--- src/rtl/mbox_pkg.sv ---
package mbox_pkg;
  typedef enum logic [1:0] {
    RD_NONE = 2'd0,
    RD_LO   = 2'd1,
    RD_HI   = 2'd2
  } rd_kind_e;
endpackage

--- src/rtl/mbox_store.sv ---
module mbox_store #(
  parameter int DEPTH  = 16,
  parameter int DATA_W = 64,
  localparam int IDX_W = $clog2(DEPTH)
) (
  input  logic              clk,
  input  logic              we,
  input  logic [IDX_W-1:0]  waddr,
  input  logic [DATA_W-1:0] wdata,
  input  logic [IDX_W-1:0]  raddr,
  output logic [DATA_W-1:0] rdata_q
);
  logic [DATA_W-1:0] mem [DEPTH];

  always_ff @(posedge clk) begin
    if (we) mem[waddr] <= wdata;
    rdata_q <= mem[raddr];
  end
endmodule

--- src/rtl/mbox_ptrs.sv ---
module mbox_ptrs #(
  parameter int DEPTH  = 16,
  localparam int IDX_W = $clog2(DEPTH),
  localparam int PTR_W = IDX_W + 1
) (
  input  logic             clk,
  input  logic             rst,
  input  logic             push_req,
  input  logic             pop_req,
  output logic             push_ok,
  output logic             pop_ok,
  output logic [IDX_W-1:0] wr_idx,
  output logic [IDX_W-1:0] rd_idx,
  output logic             is_empty,
  output logic             is_full
);
  logic [PTR_W-1:0] wr_ptr_q, rd_ptr_q;
  logic [PTR_W-1:0] occ;

  assign occ      = wr_ptr_q - rd_ptr_q;
  assign is_empty = (wr_ptr_q == rd_ptr_q);
  assign is_full  = (wr_ptr_q[IDX_W-1:0] == rd_ptr_q[IDX_W-1:0]) &&
                    (wr_ptr_q[IDX_W] != rd_ptr_q[IDX_W]);
  assign push_ok  = push_req && !is_full;
  assign pop_ok   = pop_req && !is_empty;
  assign wr_idx   = wr_ptr_q[IDX_W-1:0];
  assign rd_idx   = rd_ptr_q[IDX_W-1:0];

  always_ff @(posedge clk) begin
    if (rst) begin
      wr_ptr_q <= '0;
      rd_ptr_q <= '0;
    end else begin
      if (push_ok) wr_ptr_q <= wr_ptr_q + 1'b1;
      if (pop_ok)  rd_ptr_q <= rd_ptr_q + 1'b1;
    end
  end

  // a push into a full queue leaves the write pointer alone
  p_no_overflow_r7: assert property (@(posedge clk) disable iff (rst)
    (push_req && is_full) |=> $stable(wr_ptr_q));
  // a pop request on an empty queue leaves the read pointer alone
  p_empty_hold_r8: assert property (@(posedge clk) disable iff (rst)
    (pop_req && is_empty) |=> $stable(rd_ptr_q));
  // a granted pop advances the read pointer by one
  p_pop_step_r3: assert property (@(posedge clk) disable iff (rst)
    (pop_req && !is_empty) |=> (rd_ptr_q == $past(rd_ptr_q) + 1'b1));
  // a push and a pop together keep the occupancy
  p_occ_keep_r9: assert property (@(posedge clk) disable iff (rst)
    (push_req && pop_req && !is_empty && !is_full) |=> $stable(occ));
  // occupancy never exceeds the depth
  p_occ_bound_r6: assert property (@(posedge clk) disable iff (rst)
    occ <= PTR_W'(DEPTH));
endmodule

--- src/rtl/mbox_queue.sv ---
module mbox_queue
  import mbox_pkg::*;
#(
  parameter int DEPTH  = 16,
  parameter int DATA_W = 64,
  parameter int ADDR_W = 8,
  parameter logic [ADDR_W-1:0] LO_OFS = 'h0,
  parameter logic [ADDR_W-1:0] HI_OFS = 'h4,
  localparam int HALF_W = DATA_W / 2,
  localparam int IDX_W  = $clog2(DEPTH)
) (
  input  logic              clk,
  input  logic              rst,
  input  logic              push_valid,
  input  logic [DATA_W-1:0] push_data,
  input  logic              cfg_rd,
  input  logic [ADDR_W-1:0] cfg_addr,
  output logic [HALF_W-1:0] cfg_rdata,
  output logic              not_empty,
  output logic              full
);
  rd_kind_e          kind;
  logic              push_ok, pop_ok, is_empty, is_full;
  logic [IDX_W-1:0]  wr_idx, rd_idx;
  logic [DATA_W-1:0] ram_q;
  logic              sel_hi_q, zero_q;

  always_comb begin
    kind = RD_NONE;
    if (cfg_rd && cfg_addr == LO_OFS) kind = RD_LO;
    else if (cfg_rd && cfg_addr == HI_OFS) kind = RD_HI;
  end

  mbox_ptrs #(.DEPTH(DEPTH)) u_ptrs (
    .clk      (clk),
    .rst      (rst),
    .push_req (push_valid),
    .pop_req  (kind == RD_HI),
    .push_ok  (push_ok),
    .pop_ok   (pop_ok),
    .wr_idx   (wr_idx),
    .rd_idx   (rd_idx),
    .is_empty (is_empty),
    .is_full  (is_full)
  );

  mbox_store #(.DEPTH(DEPTH), .DATA_W(DATA_W)) u_store (
    .clk     (clk),
    .we      (push_ok),
    .waddr   (wr_idx),
    .wdata   (push_data),
    .raddr   (rd_idx),
    .rdata_q (ram_q)
  );

  always_ff @(posedge clk) begin
    if (rst) begin
      sel_hi_q <= 1'b0;
      zero_q   <= 1'b1;
    end else begin
      sel_hi_q <= (kind == RD_HI);
      zero_q   <= (kind == RD_NONE) || is_empty;
    end
  end

  assign cfg_rdata = zero_q ? '0 : (sel_hi_q ? ram_q[DATA_W-1:HALF_W] : ram_q[HALF_W-1:0]);
  assign not_empty = !is_empty;
  assign full      = is_full;

  // a read on an empty queue returns zero
  p_empty_zero_r8: assert property (@(posedge clk) disable iff (rst)
    (cfg_rd && is_empty) |=> (cfg_rdata == '0));
  // no read, or a read at an unrelated offset, returns zero
  p_idle_zero_r10: assert property (@(posedge clk) disable iff (rst)
    (kind == RD_NONE) |=> (cfg_rdata == '0));
  // a low read leaves the not-empty flag set
  p_lo_keep_r2: assert property (@(posedge clk) disable iff (rst)
    (kind == RD_LO && !is_empty && !push_valid) |=> not_empty);
  // full implies not empty
  p_full_ne_r6: assert property (@(posedge clk) disable iff (rst)
    full |-> not_empty);
  // not_empty becomes 1 one cycle after a push into an empty queue
  p_ne_rise_r5: assert property (@(posedge clk) disable iff (rst)
    (push_valid && is_empty) |=> not_empty);
endmodule

--- config.mk ---
export PLATFORM = sky130hd
export DESIGN_NAME = mbox_queue
export DESIGN_NICKNAME = d
export VERILOG_FILES = /design/src/rtl/mbox_pkg.sv /design/src/rtl/mbox_store.sv /design/src/rtl/mbox_ptrs.sv /design/src/rtl/mbox_queue.sv
export SDC_FILE = /design/constraint.sdc
export NUM_CORES = 1
export LEC_CHECK = 0
export ABC_AREA = 1
export CAP_MARGIN = 30
export CELL_PAD_IN_SITES_DETAIL_PLACEMENT = 0
export CELL_PAD_IN_SITES_GLOBAL_PLACEMENT = 1
export CORE_MARGIN = 2
export CORE_UTILIZATION = 48
export DETAILED_ROUTE_END_ITERATION = 16
export DONT_BUFFER_PORTS = 1
export HOLD_SLACK_MARGIN = 0.03
export PLACE_DENSITY_LB_ADDON = 0.15
export SLEW_MARGIN = 10
export SYNTH_ARGS = -nofsm -noshare
export SYNTH_HDL_FRONTEND = slang
export SYNTH_SLANG_ARGS = --single-unit
export TNS_END_PERCENT = 10
--- constraint.sdc ---
create_clock -name clk -period 10.6 [get_ports clk]
set_input_delay 0.53 -clock clk [delete_from_list [all_inputs] [get_ports clk]]
set_output_delay 0.53 -clock clk [all_outputs]
set_load 0.01 [all_outputs]
[Word level (Yosys, flattened, before mapping)]
Memory sizes are Yosys's and may differ from the RTL's. A register that Yosys moved wholly into a read port is not among the register bits.
Index checks and enable logic that the tools add are counted.
Operators by class
  add/sub/neg operators: 2
  equal/unequal tests: 5
  reduce and logical (&&, ||, !) cells: 10
  muxes and demuxes: 6
Operators with widths (number)
  32-bit 2-to-1 mux: 2
  5-bit by 1-bit adder with 5-bit output, second input constant: 2
  8-bit by 3-bit equality test with 1-bit output, second input constant: 1
  8-bit logical NOT: 1
  5-bit equality test: 1
  1-bit logical AND: 5
  4-bit equality test: 1
  2-bit 2-to-1 mux: 2
  2-bit equality test, second input constant: 1
  1-bit logical NOT: 2
  2-bit logical NOT: 1
  1-bit 2-to-1 mux: 2
  1-bit logical OR: 1
  1-bit inequality test: 1
Storage, ports and cells
  memories kept: 1
  output and inout port bits: 34
  logic and storage cells: 28
  register bits after elaboration: 12
  memory bits (writable): 1024
Memory list
  u_store.mem: depth 16, bits a word 64, read ports 1, clocked after memory_dff 1, write ports 1, RTL line mbox_store.sv:13  | logic [DATA_W-1:0] mem [DEPTH];

[Longest topological paths before layout]
Gate-level depths: netlist (run 1).
  depth in word-level cells: 6
  depth in mapped cells: 11
  mapped depth without buffers: 9

[Cells and area by module]
From an unflattened synthesis (run 1), not the netlist that was laid out.
Unflattened totals
  cells, all modules: 4446
  area, all modules: 46686.0 um2
Modules (own cells, without submodules)
  mbox_store: times used 1, cells each 4210, area an instance 45285.9 um2, seq. area each 32030.7 um2
  mbox_ptrs: times used 1, cells each 111, area an instance 706.9 um2, seq. area each 200.2 um2
  mbox_queue: times used 1, cells each 125, area an instance 693.2 um2, seq. area each 40.0 um2

[Least setup slack after synthesis (run 1)]
No wires, ideal clock.
  path type: reg-to-reg
  start: reg u_ptrs.rd_ptr_q[0]
  end: mem u_store.mem[0][0] (enable)
  arrival: 3.845 ns
  path buffers: 2
  slack: 6.269 ns
  clock period less this slack: 4.331 ns
  library setup time: 0.486 ns
  cell stages (with the launch flop): 11
  path through: dfxtp_1 -> buf_6 -> buf_6 -> nand2_1 -> nand2_1 -> nor2_4 -> nand3_4 -> nand2_1 -> inv_2 -> nand2_2 -> nor2_1
Between the ends
  longest elaborated chain between the ends: 6
Ends and longest elaborated chain
  start: declaration: RTL line mbox_ptrs.sv:17  | logic [PTR_W-1:0] wr_ptr_q, rd_ptr_q;
  start signal: assignment: RTL line mbox_ptrs.sv:35  | if (pop_ok) rd_ptr_q <= rd_ptr_q + 1'b1;
  4-bit equality test: RTL line mbox_ptrs.sv:22  | assign is_full = (wr_ptr_q[IDX_W-1:0] == rd_ptr_q[IDX_W-1:0]) &&
  1-bit logical AND: RTL line mbox_ptrs.sv:22
  1-bit logical NOT: RTL line mbox_ptrs.sv:24  | assign push_ok = push_req && !is_full;
  1-bit logical AND: RTL line mbox_ptrs.sv:24
  1-bit 2-to-1 mux: RTL line mbox_store.sv:16  | if (we) mem[waddr] <= wdata;
  1-bit 2-to-1 mux (not written as such): RTL line mbox_store.sv:16
  end: declaration: RTL line mbox_store.sv:13
No other way between the ends.

[Final worst setup path (run 1)]
  start: reg u_ptrs.rd_ptr_q[1]
  end: mem u_store.mem[6][11] (enable)
The elaborated chain is that of the path after synthesis.

==> results of run 1 <==
==> cells in the mapped netlist, drive strengths merged (5+ instances only) <==
| master | count |
|---|---|
| edfxtp | 1024 |
| nor2 | 678 |
| nor3 | 5 |
| o21ai | 512 |
| o211ai | 128 |
| nand2 | 364 |
| nand3 | 79 |
| clkbuf | 105 |
| inv | 86 |
| dfxtp | 76 |
| a21oi | 36 |
| o22ai | 128 |
| buf | 111 |
| ha | 5 |
==> metal layers <==
| layer | global-route usage (%) | vias up | part of all wire (%) |
|---|---|---|---|
| met1 | 36.0 | 13400 | 44 |
| li1 | - | 12100 | - |
| met3 | 4.35 | 191 | 6.8 |
| met4 | 7.28 | 6 | 2.6 |
| met2 | 39.5 | 914 | 47 |
| met5 | 0 | - | 0.032 |
==> state kept, by name (all words and copies together), names as in the netlist <==
signal	count
sel_hi_q	1
u_store.rdata_q	64
u_ptrs.wr_ptr_q	5
u_store.mem	1024
zero_q	1
u_ptrs.rd_ptr_q	5
==> power by group through the flow <==
stage | clock network (W) | registers, W | logic, W
finish | 0.00419 | 0.00485 | 0.000232
global route | 0.00442 | 0.00485 | 0.000255
CTS | 0.00425 | 0.00485 | 0.000234
detailed placement | 0 | 0.00495 | 0.000157
global placement | 0 | 0.00494 | 0.000155
floorplan | 0 | 0.00493 | 0.0000913
==> final timing paths <==
check,startpoint,to,slack [ns],cells past startpoint
setup / recovery,u_ptrs.rd_ptr_q[1],u_store.mem[6][11],6.59,10
hold / removal,push_valid,u_ptrs.wr_ptr_q[4],0.06,3
setup reg to reg,u_ptrs.rd_ptr_q[1],u_store.mem[6][11],6.59,10
hold reg to reg,u_ptrs.rd_ptr_q[4],u_ptrs.rd_ptr_q[4],0.53,2
==> logic make-up after synthesis <==
kind of cell | Yosys count
simple gates | 1126
buf+inv | 302
flops | 1100
compound gates | 804
xor+xnor | 1
fa+ha+maj | 5
==> through the flow <==
step	power [W]	cell area (um2)	util, %	hold WS [ns]
final	0.00927	48500	55.0	0.0598
after global routing	0.00953	48500	55.0	0.0762
after CTS	0.00934	48400	54.9	0.0321
after detailed placement	0.00510	43700	49.6	0.522
after global placement	0.00510	43500	49.4	0.523
after floorplan	0.00502	42600	-	0.493
==> area by class of cell <==
cell class / instances / area share (%)
Antenna cell: 3 / 0.0155
Multi-Input combinational cell: 1936 / 18.7
Clock buffer: 165 / 6.80
Inverter: 86 / 0.700
Tap cell: 1165 / 3.01
Sequential cell: 1100 / 66.6
Clock inverter: 48 / 1.41
Timing Repair Buffer: 122 / 2.73
==> worst max-delay path, stage by stage, from the launching register on <==
cell and delay, ns:
dfxtp_4 0.51, inv_4 0.63, nand2_1 0.14, nand2_1 0.15, nor2_4 0.07, nand3_4 0.12, nand2_1 0.10, inv_2 0.13
nand2_2 0.16, nor2_4 0.65, buf_4 0.87
==> flow_metrics.tcl, run 1 <==
set metrics [dict create \
    yosysSeqAreaShare_pct 75.8 \
    cts_sinks 1100 \
    hp-class "in2reg" \
    gr-usage-all-layers_pct 25.0 \
    worst_slack_ns 6.59 \
    drive_above_1_share_pct 7.69 \
    grt_pass1_wl_mm 169 \
    num_vias 26600 \
    avgViaCountPerCell 5.74 \
    drtIter0Drc 2654 \
    required_ns 10.89 \
    antenna_found_initial 8 \
    synth_top_cell_by_area "edfxtp_1" \
    dieArea_um2 91100 \
    wl_mm 114 \
    multi_input_area_um2 9070 \
    synth_top_cell_area_share_pct 72.2 \
    synth.area.mux_share_pct 0 \
    core_area_um2 88100 \
    postCtsResizedCells 0 \
    endpoint_kind "flop" \
    rsz0062_at_grt "no" \
    cts_tree "built" \
    critPathKind "reg2reg" \
    drv_slew 0 \
    yosysWarnings 0 \
    fin_nets 3439 \
    relSlewSlack_pct 23.7 \
    portBuffers 0 \
    grt.overflow.total 0 \
    setup_violations 0 \
    synthesis.nets 3419 \
    synth_adder_area_share_pct 0.147 \
    synthCells 3338 \
    syn2layout_area_growth_pct 13.9 \
    netlist_area_um2 42600 \
    ys_ff_latch 1100 \
    finalNonFillerCells 4625 \
    dr.pass1.iters 5 \
    finalClockSkew_ns 0.0151 \
    cp_max_fo 66 \
    cts-root-buf "clkbuf_16" \
    status "complete, no violations" \
    clock_latency_ns 0.68 \
    ant_nets 0 \
    clkTransAtPathRegs_ns 0.06 \
    async_flop_share_pct 0 \
    p_leak_nw 16.3 \
    cellPowerDensity_nw_per_um2 191 \
    switching_power_w 0.00183 \
    dp_hpwl_mm 60.3 \
    synth_xor_area_share_pct 0.0206 \
    swShare_pct 19.8 \
    power_frac_seq_pct 52.3 \
    clkPwrFrac_pct 45.2 \
    worst-endpoint-arrival_ns 4.30 \
    ios 110 \
    syn_avg_cell_area_um2 12.8 \
    fin_setup_tns_ns 0 \
    holdBufCountCts 68 \
    rows 109 \
    fmax_ghz 0.249 \
    yosys-top-cells-area "edfxtp_1 72%, nor2_1 6.0%, o21ai_0 4.6%" \
    die_w_um 302 \
    postCtsSetupRepairBufs 0 \
    startpoint_type "flop" \
    synth_edf_count 1024 \
    drv_cap 0 \
    h-tree-depth 3 \
    internal_power_w 0.00744 \
    clockBufferDepth 3 \
    final_cell_mix "1,024 x edfxtp_1, 660 x nor2_1, 391 x o21ai_0" \
    ys_types 25 \
    synth_top_family_by_area "compound AO/OA/AOI/OAI gates" \
    start_util_pct 48.3 \
    irDropWorstVdd_uv 144 \
    synth_compound_gate_area_share_pct 10.6 \
    finalHoldViolCount 0 \
    gp_congestion 0.789 \
    finalCritPeriodShare_pct 37.9 \
    fin_crit_ns 4.02 \
    synthSimpleGateAreaFrac_pct 10.3 \
    drc 0 \
    wire_per_inst_um 24.6 \
    cts-buffers-inserted 112 \
    grt_pass1_vias 25800 \
    final_common_cell "edfxtp_1" \
    combPwrFrac_pct 2.5 \
    die_y_um 302 \
    grt_max_degree 208 \
    tightest_slew_ns 1.15 \
    ys.flop_type "edfxtp_1" \
    placed_cells 4338 \
    place_ws_ns 6.55 \
    seq_area_um2 32300 \
    nFillCells 7291 \
]
Note: power is estimated with default switching activity, not from simulation.
==> inputs of run 2 (changes only) <==
==> constraint.sdc (replaced) <==
create_clock -name clk -period 3.92 [get_ports clk]
set_input_delay 0.196 -clock clk [delete_from_list [all_inputs] [get_ports clk]]
set_output_delay 0.196 -clock clk [all_outputs]
set_load 0.01 [all_outputs]
==> run 2 against run 1 <==
Effect of this change:
- clock skew increased by 0.0058 ns
- total power grew to 2.6 times the previous value
- non-clock buffer count grew 6
- global-route usage is essentially flat
- highest routed layer unchanged
- clock power increased by 150%
- largest power group unchanged
- flip-flop and latch count stayed put
- fmax rose by 31%
==> flow_metrics.tcl, run 2 (synthesis results as in run 1) <==
set metrics [dict create \
    status "complete, no violations" \
    reg2reg_depth 8 \
    start_util_pct 48.3 \
    drive_above_1_share_pct 6.97 \
    grt_util_met2_pct 41.1 \
    dp_hpwl_mm 57.6 \
    cts-root-buf "clkbuf_16" \
    hp-class "in2reg" \
    cts-buffers-inserted 113 \
    p_leak_nw 16.2 \
    postCtsResizedCells 0 \
    drv_cap 0 \
    largest_reg_flops 1024 \
    die_y_um 302 \
    fin_nets 3446 \
    p_total_w 0.0242 \
    clkTransAtPathRegs_ns 0.06 \
    num_vias 26400 \
    r2r_end "u_store.rdata_q[27]" \
    avgViaCountPerCell 5.69 \
    required_ns 4.52 \
    internal_power_w 0.0193 \
    core_area_um2 88100 \
    dpl_cell_area_um2 43900 \
    worst_path_most_repeated_cell "nor2_1" \
    grt.met1_usage_pct 34.0 \
    setup_violations 0 \
    clockBufferDepth 3 \
    die_w_um 302 \
    wire_per_inst_um 24.8 \
    endpoint_kind "flop" \
    min_from "cfg_addr[3]" \
    cellPowerDensity_nw_per_um2 502 \
    critPathSlowestCell "buf_4" \
    critPathKind "reg2reg" \
    combPwrFrac_pct 2.6 \
    gp_congestion 0.808 \
    cts_tree "built" \
    path_cells "buf_4 > buf_12 > nor2_1 > nor2_1 > o21ai_0 > o211ai_1 > nand3_1 > nand2_1" \
    largestRegisters "u_store.mem x1024, u_store.rdata_q x64" \
    antenna_found_initial 17 \
    cp_max_fo 175 \
    tightest_slew_ns 1.25 \
    clkPwrFrac_pct 43.1 \
    dr.pass1.iters 6 \
    gr-usage-all-layers_pct 25.0 \
    grt_pass1_vias 25300 \
    dieArea_um2 91100 \
    h-tree-depth 3 \
    rrSetupSlack_ns 0.86 \
    finalClockSkew_ns 0.0208 \
    drv_slew 0 \
    ant_nets 0 \
    ios 110 \
    irDropWorstVdd_uv 373 \
    path_buf_inv 2 \
    swShare_pct 20.0 \
    clock_latency_ns 0.68 \
    r2r-start "u_ptrs.rd_ptr_q[0]" \
    wl_mm 115 \
    startpoint_type "flop" \
    cpPeakStageDelay_ns 0.69 \
    finalHoldViolCount 0 \
    relSlewSlack_pct 16.8 \
    nFillCells 7284 \
    seq_area_um2 32300 \
    fin_crit_ns 3.06 \
    portBuffers 0 \
    worst-path-stages 8 \
    largest-register "u_store.mem" \
    drtIter0Drc 2468 \
    critPathTopFamily "buffers and inverters" \
    setup.worst_path.end "u_store.rdata_q[27]" \
    cp-startpoint "u_ptrs.rd_ptr_q[0]" \
    power_frac_seq_pct 54.2 \
    syn2layout_area_growth_pct 13.3 \
    rsz0062_at_grt "no" \
    finalCritPeriodShare_pct 78.1 \
    fmax_ghz 0.326 \
    rows 109 \
    final_cell_mix "1,024 x edfxtp_1, 660 x nor2_1, 391 x o21ai_0" \
    use_met3_pct 5.70 \
    multi_input_area_um2 9070 \
    grt_pass1_wl_mm 167 \
    busiest_layer "met2" \
    final_common_cell "edfxtp_1" \
    worst-endpoint-arrival_ns 3.66 \
    stdcell_area_um2 48200 \
    grt_max_degree 221 \
    cts_sinks 1100 \
    switching_power_w 0.00484 \
    grt.overflow.total 0 \
    drc 0 \
]
==> run 2: cell count changes in the layout (fill, tap and decap cells not counted), moves of 2 or more <==
cell,previous run,this run
buf_12,3,22
buf_16,10,1
buf_4,41,32
bufinv_16,17,9
clkbuf_1,29,41
clkbuf_16,117,114
clkbuf_8,19,11
clkinv_1,6,16
clkinv_2,19,17
clkinvlp_4,6,1
diode_2,3,7
dlygate4sd3_1,68,73
==> run 2: final cells by class <==
| class | count | share of cell area (%) |
|---|---|---|
| multi-input cells | 1936 | 18.8 |
| repair buffers | 128 | 2.98 |
| clock buffers | 166 | 6.55 |
| clock inverters | 43 | 0.916 |
| well taps | 1165 | 3.02 |
| diodes | 7 | 0.0363 |
| inverters | 86 | 0.703 |
| flip-flops and latches | 1100 | 67.0 |
==> run 2: how the worst min path moves through the flow <==
stage / end / cells after the start
2_1_floorplan: u_ptrs.wr_ptr_q[4] / 1
3_3_place_gp: u_ptrs.wr_ptr_q[4] / 1
3_5_place_dp: u_ptrs.wr_ptr_q[4] / 1
4_1_cts: u_ptrs.rd_ptr_q[3] / 5
5_1_grt: u_ptrs.rd_ptr_q[3] / 6
6_report: u_ptrs.rd_ptr_q[3] / 5
==> run 2: metal layers <==
| metal | part of all wire, % | wire (um) |
|---|---|---|
| met1 | 42 | 48700 |
| met2 | 48 | 55100 |
| met3 | 7.4 | 8460 |
| met4 | 2.0 | 2340 |
| met5 | 0.11 | 122 |
==> run 2: tightest hold or removal path: stages <==
cell	delay, ns
nor2_1	0.02
nand3_1	0.22
nor3_2	0.08
a21oi_1	0.13
nor2_1	0.05
==> run 2: power groups by stage <==
stage | clock network [W] | registers, W | logic [W]
floorplan | 0 | 0.0133 | 0.000247
global placement | 0 | 0.0134 | 0.000425
detailed placement | 0 | 0.0134 | 0.000431
CTS | 0.0106 | 0.0131 | 0.000636
global route | 0.0111 | 0.0131 | 0.000698
finish | 0.0104 | 0.0131 | 0.000635
==> run 2: metrics by stage <==
stage | utilization, % | setup WS (ns) | cells | hold WS, ns | setup TNS (ns)
final | 54.7 | 0.857 | 4631 | 0.0804 | 0
after global routing | 54.7 | 0.751 | 4626 | 0.116 | 0
after CTS | 54.7 | 0.967 | 4624 | 0.0415 | 0
after detailed placement | 49.8 | 0.987 | 4342 | 0.272 | 0
after global placement | 49.8 | 0.983 | 4341 | 0.272 | 0
after floorplan | - | -0.411 | 3338 | 0.268 | -366.81
==> run 2: what timing repair did <==
action                                  in CTS  in global routing
endpoints found under the setup margin       0                  0
hold buffers                                73                  0
buffers inserted                             0                  0
hold endpoints to repair                  1036                  0
